===== config.mk =====
export PLATFORM = sky130hd
export DESIGN_NAME = mapper_hibit_ext
export DESIGN_NICKNAME = d
export VERILOG_FILES = /design/src/rtl/mapper_hibit_pkg.sv /design/src/rtl/mapper_io_qual.sv /design/src/rtl/mapper_bit_store.sv /design/src/rtl/mapper_hibit_ext.sv
export SDC_FILE = /design/constraint.sdc
export NUM_CORES = 1
export LEC_CHECK = 0
export BUFFER_PORTS_ARGS = -buffer_cell sky130_fd_sc_hd__buf_2
export CAP_MARGIN = 20
export CORE_MARGIN = 4
export CORE_UTILIZATION = 37
export CTS_CLUSTER_DIAMETER = 120
export DETAILED_ROUTE_END_ITERATION = 6
export GPL_ROUTABILITY_DRIVEN = 0
export PLACE_DENSITY_LB_ADDON = 0.12
export SLEW_MARGIN = 10
export SYNTH_ARGS = -nofsm -noshare
export SYNTH_HDL_FRONTEND = slang
export SYNTH_SLANG_ARGS = --single-unit

===== constraint.sdc =====
create_clock -name clk_i -period 1.27 [get_ports clk_i]
set_input_delay 0.0635 -clock clk_i [delete_from_list [all_inputs] [get_ports clk_i]]
set_output_delay 0.0635 -clock clk_i [all_outputs]
set_load 0.1 [all_outputs]

===== src/rtl/mapper_hibit_pkg.sv =====
package mapper_hibit_pkg;
  typedef enum logic [1:0] {
    CYC_IDLE = 2'd0,
    CYC_RD   = 2'd1,
    CYC_WR   = 2'd2,
    CYC_INTA = 2'd3
  } bus_cyc_e;
endpackage


===== src/rtl/mapper_io_qual.sv =====
module mapper_io_qual
  import mapper_hibit_pkg::*;
#(
  parameter int ADDR_W    = 16,
  parameter int DEC_W     = 8,
  parameter int SEL_W     = 2,
  parameter logic [7:0] PORT_BASE = 8'hFC
) (
  input  logic [ADDR_W-1:0] addr_i,
  input  logic              iorq_ni,
  input  logic              m1_ni,
  input  logic              rd_ni,
  input  logic              wr_ni,
  output bus_cyc_e          cyc_o,
  output logic              hit_o,
  output logic [SEL_W-1:0]  sel_o
);
  localparam int TAG_W = DEC_W - SEL_W;
  localparam logic [TAG_W-1:0] TAG = PORT_BASE[DEC_W-1:SEL_W];

  // upper address byte deliberately left out of the compare
  assign hit_o = (addr_i[DEC_W-1:SEL_W] == TAG);
  assign sel_o = addr_i[SEL_W-1:0];

  always_comb begin
    cyc_o = CYC_IDLE;
    if (!iorq_ni) begin
      if (!m1_ni)      cyc_o = CYC_INTA;
      else if (!rd_ni) cyc_o = CYC_RD;
      else if (!wr_ni) cyc_o = CYC_WR;
    end
  end
endmodule


===== src/rtl/mapper_bit_store.sv =====
module mapper_bit_store #(
  parameter int PAGE_CNT = 4,
  parameter int SEL_W    = $clog2(PAGE_CNT)
) (
  input  logic             clk_i,
  input  logic             rst_ni,
  input  logic             wr_act_i,
  input  logic [SEL_W-1:0] wr_sel_i,
  input  logic             wr_bit_i,
  input  logic [SEL_W-1:0] rd_sel_i,
  output logic             rd_bit_o
);
  logic             wr_q;
  logic [SEL_W-1:0] sel_q;
  logic             bit_q;
  logic [PAGE_CNT-1:0] page_q;
  logic             commit;

  assign commit = wr_q && !wr_act_i;

  always_ff @(posedge clk_i or negedge rst_ni) begin
    if (!rst_ni) begin
      wr_q  <= 1'b0;
      sel_q <= '0;
      bit_q <= 1'b0;
    end else begin
      wr_q <= wr_act_i;
      if (wr_act_i) begin
        sel_q <= wr_sel_i;
        bit_q <= wr_bit_i;
      end
    end
  end

  for (genvar g = 0; g < PAGE_CNT; g++) begin : g_page
    always_ff @(posedge clk_i or negedge rst_ni) begin
      if (!rst_ni)                                   page_q[g] <= 1'b0;
      else if (commit && (sel_q == SEL_W'(g)))       page_q[g] <= bit_q;
    end
  end

  assign rd_bit_o = page_q[rd_sel_i];

  // nothing changes without a write ending
  p_hold_r3: assert property (@(posedge clk_i) disable iff (!rst_ni)
    !commit |=> $stable(page_q));
  // the ending write lands in the selected page
  p_commit_r3: assert property (@(posedge clk_i) disable iff (!rst_ni)
    commit |=> page_q[$past(sel_q)] == $past(bit_q));
endmodule


===== src/rtl/mapper_hibit_ext.sv =====
module mapper_hibit_ext
  import mapper_hibit_pkg::*;
#(
  parameter int ADDR_W   = 16,
  parameter int DATA_W   = 8,
  parameter int PAGE_CNT = 4,
  parameter int EXT_BIT  = 5,
  parameter logic [7:0] PORT_BASE = 8'hFC
) (
  input  logic              clk_i,
  input  logic              rst_ni,
  input  logic [ADDR_W-1:0] addr_i,
  input  logic [DATA_W-1:0] data_i,
  input  logic              iorq_ni,
  input  logic              m1_ni,
  input  logic              rd_ni,
  input  logic              wr_ni,
  output logic [DATA_W-1:0] data_o,
  output logic [DATA_W-1:0] data_oe_o
);
  localparam int SEL_W = $clog2(PAGE_CNT);
  localparam int DEC_W = 8;
  localparam logic [DATA_W-1:0] EXT_MASK = DATA_W'(1) << EXT_BIT;

  bus_cyc_e         cyc;
  logic             hit;
  logic [SEL_W-1:0] sel;
  logic             rd_bit;
  logic             rd_act, wr_act;

  mapper_io_qual #(
    .ADDR_W(ADDR_W), .DEC_W(DEC_W), .SEL_W(SEL_W), .PORT_BASE(PORT_BASE)
  ) u_qual (
    .addr_i(addr_i), .iorq_ni(iorq_ni), .m1_ni(m1_ni),
    .rd_ni(rd_ni), .wr_ni(wr_ni),
    .cyc_o(cyc), .hit_o(hit), .sel_o(sel)
  );

  assign rd_act = hit && (cyc == CYC_RD);
  assign wr_act = hit && (cyc == CYC_WR);

  mapper_bit_store #(.PAGE_CNT(PAGE_CNT), .SEL_W(SEL_W)) u_store (
    .clk_i(clk_i), .rst_ni(rst_ni),
    .wr_act_i(wr_act), .wr_sel_i(sel), .wr_bit_i(data_i[EXT_BIT]),
    .rd_sel_i(sel), .rd_bit_o(rd_bit)
  );

  assign data_oe_o = rd_act ? EXT_MASK : '0;
  assign data_o    = rd_bit ? EXT_MASK : '0;

  // only the extension bit may ever be driven
  p_oe_mask_r2: assert property (@(posedge clk_i) disable iff (!rst_ni)
    (data_oe_o & ~EXT_MASK) == '0);
  // interrupt acknowledge never drives the bus
  p_inta_quiet_r6: assert property (@(posedge clk_i) disable iff (!rst_ni)
    (!iorq_ni && !m1_ni) |-> data_oe_o == '0);
  // enable only inside an active read strobe
  p_oe_strobe_r8: assert property (@(posedge clk_i) disable iff (!rst_ni)
    (|data_oe_o) |-> (!rd_ni && !iorq_ni && m1_ni));
  // ports outside the window stay silent
  p_miss_r5: assert property (@(posedge clk_i) disable iff (!rst_ni)
    (addr_i[DEC_W-1:SEL_W] != PORT_BASE[DEC_W-1:SEL_W]) |-> data_oe_o == '0);
endmodule


==> flow_summary.ini, run 1 <==
[pwr]
netSwitchingFraction_pct = 42.8
fin_total_pwr_uw = 686
comb_power_share_pct = 34.0
ir_drop_uv = 640
cellPowerDensity_mw_per_mm2 = 1080
power_switching_uw = 293
clkPwrFrac_pct = 27.9
static-leakage-power_nw = 0.341
seqPwrFrac_pct = 38.0
p_int_uw = 392

[grt]
antenna_found_initial = 0
grt_pass1_wl_mm = 1.48
grt_remaining_overflow = 0
grt_pass1_vias = 339
grt_max_degree = 9
grt_usage_pct = 10.6

[clocking]
htree_num_levels = 1
cts_root_buf = clkbuf_4
clock_latency_ns = 0.25
clock_sinks = 8
cts-buffers-inserted = 3
cts_tree = yes
max-clock-path-buffers = 2
cts_setup_buffers = 0
cts.clk_slew.worst_paths_ns = 0.05

[floorplanning]
num_rows = 13
dieArea_sq_mm = 0.00218
ios = 46
core-area_sq_mm = 0.00135
fp.dieH_microns = 46.7
start_util_pct = 41.1
die_w_microns = 46.7

[setup_path]
required_ns = 1.21
critPathLaunch = u_store.page_q[2]
cp.arrival_ns = 1.29
r2r_cells = 3
r2r_setup_slack_ns = 0.11
crit_fanout = 2
timing.rr.start = u_store.sel_q[0]
worstSetupPathType = reg2out
endpoint = data_o[5]
critPathCaptureType = output pin
reg2reg_to = u_store.page_q[3]
start_kind = flip-flop

[placed_design]
dpl_worst_slack_ns = 0.0259
dpl_cell_area_sq_um = 597
portBuffers = 16

[finish]
fillers = 138
areaGrowthSynthToFinish_pct = 14.7
num-nets-final = 95
antennaDiodeCount = 0
mostFrequentLayoutCells = conb_1 (14), buf_2 (14), dfrtp_1 (8), mux2_2 (4)
finalInstanceArea_sq_um = 636
drive_gt1_share_pct = 42.9

[sta]
post-route-min-period_ns = 1.36
clock.fmax_ghz = 0.737
setup_tns_ns = -0.0875
holdWs_ns = 0.0434
hold_viol_final = 0
rsz0062_at_grt = true
setup_viol = 1
drv_slew = 0
fin_worst_skew_ns = 0.000295
fin_crit_sh_pct = 107
fin_ws_ns = -0.0875

[yosys]
avgSynthCellArea_sq_um = 12.0
yosysUniqueCellTypes = 16
synth_seq_area_share_pct = 36.1
ys.warnings.count = 0
synthArstFlopShare_pct = 100
syn-cell-area_sq_um = 554
synth_edf_count = 0
ys_seq_elements = 8
synth_ff_type = dfrtp_1
synthCells = 46

[drt]
wl_per_cell_microns = 12.2
drtAntennaViolNets = 0
drc = 0
initialDrtViolationCount = 9
drt-total-wl_microns = 955
drt-pass1-iter-count = 3
viasPerCell = 4.55
route.vias.total = 355

[flow_run]
drv_cap = 0

[status]
failed_checks = negative setup slack
status = finished, violations left

[worst_hold_path]
hold_path_class = in2reg
-- worst max-delay path, stage by stage (launching register included) --
cell     delay, ns
dfrtp_1       0.38
mux4_2        0.47
buf_6         0.20
-- cells by family after synthesis --
family | Yosys count | synth area share [%]
DFF | 8 | 36.1
buffers and inverters | 16 | 21.7
and+or+nand+nor | 9 | 17.2
AOI/OAI and AO/OA | 4 | 6.10
other | 1 | 0.677
muxes | 8 | 18.3
-- power by group through the flow --
stage	clock network, mW	logic [mW]	registers, mW
global route	0.214	0.242	0.261
detailed placement	0	0.231	0.265
floorplan	0	0.229	0.264
CTS	0.202	0.234	0.260
finish	0.192	0.233	0.261
global placement	0	0.229	0.265
-- through the flow --
stage / cells / utilization [%]
detailed placement: 74 / 44.2
floorplan: 59 / -
global route: 78 / 47.1
CTS: 78 / 47.1
finish: 78 / 47.1
global placement: 74 / 44.2
-- worst min-delay path by stage --
stage | start | endpoint | slack [ns] | cells after the start
2_1_floorplan | rst_ni | u_store.bit_q | -0.23 | 0
3_3_place_gp | rst_ni | u_store.page_q[3] | -0.09 | 1
3_5_place_dp | rst_ni | u_store.page_q[3] | -0.09 | 1
4_1_cts | data_i[5] | u_store.bit_q | 0.04 | 2
5_1_grt | data_i[5] | u_store.bit_q | 0.05 | 2
6_report | data_i[5] | u_store.bit_q | 0.04 | 2
-- state kept, by name, summed over array words and instances, names as in the netlist --
name / cells
u_store.bit_q: 1
u_store.sel_q: 2
u_store.wr_q: 1
u_store.page_q: 4
-- cell type report --
class	instances	area [sq um]	area share [%]
Clock buffer	3	22.5	3.54
Multi-Input combinational cell	35	283	44.5
Sequential cell	8	200	31.5
Timing Repair Buffer	17	111	17.5
Tap cell	15	18.8	2.95
-- Yosys cell counts (2+ instances only) --
master    instances  share of area [%]
dfrtp_1           8                 36
buf_4            16                 22
o311ai_1          3                4.7
mux2_1            3                6.1
mux2_2            4                8.1
nor2b_1           2                2.3
-- routing by layer --
| metal | GRT usage, % | wire [microns] | vias up |
|---|---|---|---|
| li1 | - | - | 174 |
| met1 | 11.7 | 343 | 165 |
| met2 | 17.3 | 530 | 16 |
| met3 | 3.52 | 80 | 0 |
| met4 | 6.63 | 0 | 0 |
| met5 | 0 | 0 | - |
-- repair_timing --
action,in CTS,in global routing
resized for setup,2,0
endpoints found under the hold margin,8,0
hold buffers,1,0
endpoints found under the setup margin,1,1
Power figures use the tool's default switching activity.
==> run 2: changes to the inputs <==
--- a/config.mk
+++ b/config.mk
@@ -12,7 +12,7 @@
 export CTS_CLUSTER_DIAMETER = 120
 export DETAILED_ROUTE_END_ITERATION = 6
 export GPL_ROUTABILITY_DRIVEN = 0
-export PLACE_DENSITY_LB_ADDON = 0.12
+export PLACE_DENSITY = 0.87
 export SLEW_MARGIN = 10
 export SYNTH_ARGS = -nofsm -noshare
 export SYNTH_HDL_FRONTEND = slang
==> run 2 against run 1 <==
The flow still finishes with violations (negative setup slack); critical endpoint unchanged; worst setup slack worse by 0.0064 ns; largest power group unchanged; highest routed layer unchanged; die area is the same; register-to-register slack about the same; clock-buffer cell count unchanged.
==> flow_summary.ini, run 2 (same netlist as run 1, synthesis figures left out) <==
[status]
status = finished, violations left
failed_checks = negative setup slack

[pwr]
ir_drop_uv = 407
cellPowerDensity_mw_per_mm2 = 1090
fin_total_pwr_uw = 691
static-leakage-power_nw = 0.341

[finish]
areaGrowthSynthToFinish_pct = 14.7
num-nets-final = 95
final_core_util_pct = 47.1
antennaDiodeCount = 0
multi_input_area_sq_um = 283
mostFrequentLayoutCells = conb_1 (14), buf_2 (14), dfrtp_1 (8), mux2_2 (4)
fillers = 133
fin_cells = 78
seq_area_sq_um = 200
drive_gt1_share_pct = 42.9
top_regs = u_store.page_q: 4 flops, u_store.sel_q: 2 flops
top_register = u_store.page_q
largest_reg_flops = 4

[setup_path]
crit_slowest_cell = mux4_2
start_kind = flip-flop
required_ns = 1.21
critPathCaptureType = output pin
cp.arrival_ns = 1.30
crit_fanout = 2
worstSetupPathType = reg2out
timing.critical_path.buf_inv = 1
critPathTopFamily = multiplexers
slowest_delay_ns = 0.48
path_cells = mux4_2, buf_6

[sta]
drv_slew = 0
fin_ws_ns = -0.0939
hold_viol_final = 0
clock.fmax_ghz = 0.733
setup_tns_ns = -0.0939
setup_viol = 1
fin_worst_skew_ns = 0.00605
rsz0062_at_grt = true
post-route-min-period_ns = 1.36
fin_crit_sh_pct = 107

[drt]
drtAntennaViolNets = 0
drt-total-wl_microns = 974
drt-pass1-iter-count = 3
viasPerCell = 4.71
initialDrtViolationCount = 9
drc = 0
route.vias.total = 367
wl_per_cell_microns = 12.5

[grt]
antenna_found_initial = 0
grt_usage_pct = 9.18
grt_remaining_overflow = 0
grt_pass1_wl_mm = 1.36
grt_max_degree = 9
grt_pass1_vias = 357

[clocking]
cts.clk_slew.worst_paths_ns = 0.05
htree_num_levels = 1
cts-buffers-inserted = 3
cts_root_buf = clkbuf_4
cts_tree = yes
clock_sinks = 8
max-clock-path-buffers = 2
clock_latency_ns = 0.25

[placed_design]
portBuffers = 16
place_inst = 74

[floorplanning]
start_util_pct = 41.1
fp.dieH_microns = 46.7
core-area_sq_mm = 0.00135
ios = 46
num_rows = 13
die_w_microns = 46.7
dieArea_sq_mm = 0.00218

[flow_run]
drv_cap = 0

[worst_hold_path]
hold_path_class = in2reg
-- run 2: cell counts in the layout (fill, tap and decap cells not counted) --
Identical to the previous run, type by type.
-- run 2: worst paths after layout --
check                                  startpoint           endpoint  cells past startpoint  slack (ns)
worst max-delay path            u_store.page_q[3]          data_o[5]                      2       -0.09
worst min-delay path                    data_i[5]      u_store.bit_q                      2        0.05
worst max register to register   u_store.sel_q[0]  u_store.page_q[3]                      3        0.10
worst min register to register  u_store.page_q[0]  u_store.page_q[0]                      1        0.49
max in group asynchronous                  rst_ni  u_store.page_q[3]                      2        0.93
min in group asynchronous                  rst_ni       u_store.wr_q                      2        0.17
-- run 2: per-stage QoR --
| step | setup slack [ns] | hold WS (ns) | area [sq um] |
|---|---|---|---|
| after global routing | -0.136 | 0.0522 | 636 |
| after CTS | -0.114 | 0.0361 | 636 |
| after global placement | 0.0815 | -0.0927 | 597 |
| after floorplan | 0.171 | -0.232 | 603 |
| after detailed placement | 0.0111 | -0.0879 | 597 |
| final | -0.0939 | 0.0457 | 636 |
-- run 2: area by class of cell --
cell class                      count  share of cell area [%]
Multi-Input combinational cell     35                    44.5
Sequential cell                     8                    31.5
Timing Repair Buffer               17                    17.5
Clock buffer                        3                    3.54
Tap cell                           15                    2.95
-- run 2: what timing repair did --
action | in CTS | in global routing
buffers inserted | 0 | 0
hold buffers | 1 | 0
pin swaps | 0 | 0
resized for setup | 2 | 0
hold endpoints to repair | 8 | 0
endpoints found under the setup margin | 1 | 1
-- run 2: power breakdown --
part | switching (mW) | internal (mW) | leakage [nW] | total [mW]
logic | 0.207 | 0.0267 | 0.216 | 0.234
registers | 0.00307 | 0.258 | 0.112 | 0.261
clock network | 0.0885 | 0.108 | 0.0138 | 0.197
-- run 2: metal layers --
metal  part of all wire, %  up-vias  track usage (%)
met5                     0        -                0
met4                     0        0             8.29
met3                   8.3        0             1.56
met2                    57       17             16.2
met1                    35      179             8.98
li1                      -      171                -
==> run 3: changes to the inputs <==
--- a/config.mk
+++ b/config.mk
@@ -9,10 +9,13 @@
 export CAP_MARGIN = 20
 export CORE_MARGIN = 4
 export CORE_UTILIZATION = 37
+export CTS_BUF_LIST = sky130_fd_sc_hd__clkbuf_16
 export CTS_CLUSTER_DIAMETER = 120
+export CTS_CLUSTER_SIZE = 28
 export DETAILED_ROUTE_END_ITERATION = 6
 export GPL_ROUTABILITY_DRIVEN = 0
 export PLACE_DENSITY = 0.87
+export SETUP_SLACK_MARGIN = 0.1
 export SLEW_MARGIN = 10
 export SYNTH_ARGS = -nofsm -noshare
 export SYNTH_HDL_FRONTEND = slang
==> run 3 against run 2 <==
Critical path type unchanged; total power grew 48%; the run still ends with negative setup slack left; non-clock buffer count grew 1; clock skew shrank 0.0045 ns; highest routed layer is now met4; fmax grew 2.2%; routed wire length grew 24%; worst setup slack gained 0.030 ns; critical endpoint unchanged.
==> flow_summary.ini, run 3 (same netlist as run 1, synthesis figures left out) <==
[status]
status = finished, violations left
failed_checks = negative setup slack

[placed_design]
place_inst = 74
portBuffers = 16

[drt]
drtAntennaViolNets = 0
wl_per_cell_microns = 15.3
viasPerCell = 4.81
drt-total-wl_mm = 1.21
route.vias.total = 380
initialDrtViolationCount = 3
drt-pass1-iter-count = 4
drc = 0

[clocking]
htree_num_levels = 1
max-clock-path-buffers = 2
cts_root_buf = clkbuf_16
clock_latency_ns = 0.23
cts-buffers-inserted = 3
cts.clk_slew.worst_paths_ns = 0.04
cts_tree = yes
clock_sinks = 8

[grt]
grt_pass1_wl_mm = 1.39
grt_pass1_vias = 337
grt_remaining_overflow = 0
antenna_found_initial = 0
grt_usage_pct = 9.34
grt_max_degree = 9

[finish]
areaGrowthSynthToFinish_pct = 38.6
top_regs = u_store.page_q: 4 flops, u_store.sel_q: 2 flops
largest_reg_flops = 4
drive_gt1_share_pct = 60.9
top_register = u_store.page_q
num-nets-final = 96
fillers = 112
mostFrequentLayoutCells = conb_1 (14), buf_2 (14), dfrtp_1 (6), mux2_2 (4), clkbuf_16 (3)
antennaDiodeCount = 0
fin_cells = 79

[floorplanning]
ios = 46
die_w_microns = 46.7
fp.dieH_microns = 46.7
num_rows = 13
start_util_pct = 41.1
dieArea_sq_mm = 0.00218
core-area_sq_mm = 0.00135

[pwr]
power_switching_uw = 331
netSwitchingFraction_pct = 32.3
cellPowerDensity_mw_per_mm2 = 1330
fin_total_pwr_mw = 1.03
comb_power_share_pct = 23.8
ir_drop_uv = 1460
seqPwrFrac_pct = 25.8
clkPwrFrac_pct = 50.5
static-leakage-power_nw = 0.372
p_int_uw = 694

[sta]
post-route-min-period_ns = 1.33
fin_ws_ns = -0.0643
setup_viol = 1
clock.fmax_ghz = 0.749
drv_slew = 0
rsz0062_at_grt = true
fin_worst_skew_ns = 0.00155
hold_viol_final = 0
holdWs_ns = 0.0700
fin_crit_sh_pct = 105

[setup_path]
crit_slowest_cell = mux4_2
slowest_delay_ns = 0.48
r2r_setup_slack_ns = 0.09
worstSetupPathType = reg2out
crit_fanout = 2
cp.arrival_ns = 1.27
path_cells = mux4_2, buf_6
start_kind = flip-flop
required_ns = 1.21
critPathCaptureType = output pin

[flow_run]
drv_cap = 0

[worst_hold_path]
hold_path_class = in2reg
## run 3: changes by cell type in the layout (fill, tap and decap cells not counted), moves of 2 or more
cell / before / now
mux2_1: 3 / 1
dfrtp_1: 8 / 6
dfrtp_2: 0 / 2
clkbuf_16: 0 / 3
nor2b_4: 0 / 2
mux2_4: 0 / 2
o311ai_4: 0 / 2
clkbuf_4: 3 / 0
nor2b_1: 2 / 0
o311ai_1: 3 / 1
## run 3: final timing paths
path	start	to	cells after the start
worst min register to register	u_store.page_q[0]	u_store.page_q[0]	1
worst max-delay path	u_store.page_q[3]	data_o[5]	2
worst max register to register	u_store.sel_q[0]	u_store.page_q[3]	3
max in group asynchronous	rst_ni	u_store.sel_q[0]	2
min in group asynchronous	rst_ni	u_store.bit_q	2
worst min-delay path	data_i[5]	u_store.bit_q	2
## run 3: layout make-up
| class | count | area, sq um | area share (%) |
|---|---|---|---|
| clock buffers | 3 | 75.1 | 9.77 |
| flip-flops and latches | 8 | 203 | 26.4 |
| well taps | 15 | 18.8 | 2.44 |
| multi-input cells | 35 | 353 | 45.9 |
| repair buffers | 18 | 119 | 15.5 |
## run 3: repair_timing
item	4_1_cts	5_1_grt
endpoints found under the setup margin	2	4
hold endpoints to repair	8	0
resized for setup	2	15
setup buffers	1	0
hold buffers	1	0
## run 3: stage by stage
| step | area, sq um | setup TNS, ns | utilization, % | setup WS, ns |
|---|---|---|---|---|
| 2_1_floorplan | 603 | 0 | - | 0.171 |
| 5_1_grt | 768 | -0.102 | 56.9 | -0.102 |
| 3_5_place_dp | 597 | 0 | 44.2 | 0.0111 |
| 4_1_cts | 696 | -0.0752 | 51.5 | -0.0752 |
| 6_report | 768 | -0.0643 | 56.9 | -0.0643 |
| 3_3_place_gp | 597 | 0 | 44.2 | 0.0815 |
## run 3: power groups by stage
stage	Combinational [mW]	Sequential (mW)	Clock, mW
6_report	0.244	0.264	0.518
5_1_grt	0.252	0.265	0.534
4_1_cts	0.235	0.262	0.521
3_5_place_dp	0.231	0.265	0
3_3_place_gp	0.228	0.265	0
2_1_floorplan	0.229	0.264	0
## run 3: worst max-delay path: cells and delay by family (launching register included)
kind | cells | cell delay, ns
muxes | 1 | 0.48
DFF | 1 | 0.36
buffers and inverters | 1 | 0.20
## run 3: routing by layer
layer	vias to the layer above	wire length [microns]	track usage (%)
met5	-	0	0
met4	0	32	3.31
met3	2	84	2.34
met2	19	666	16.8
met1	184	422	10.6
li1	175	-	-
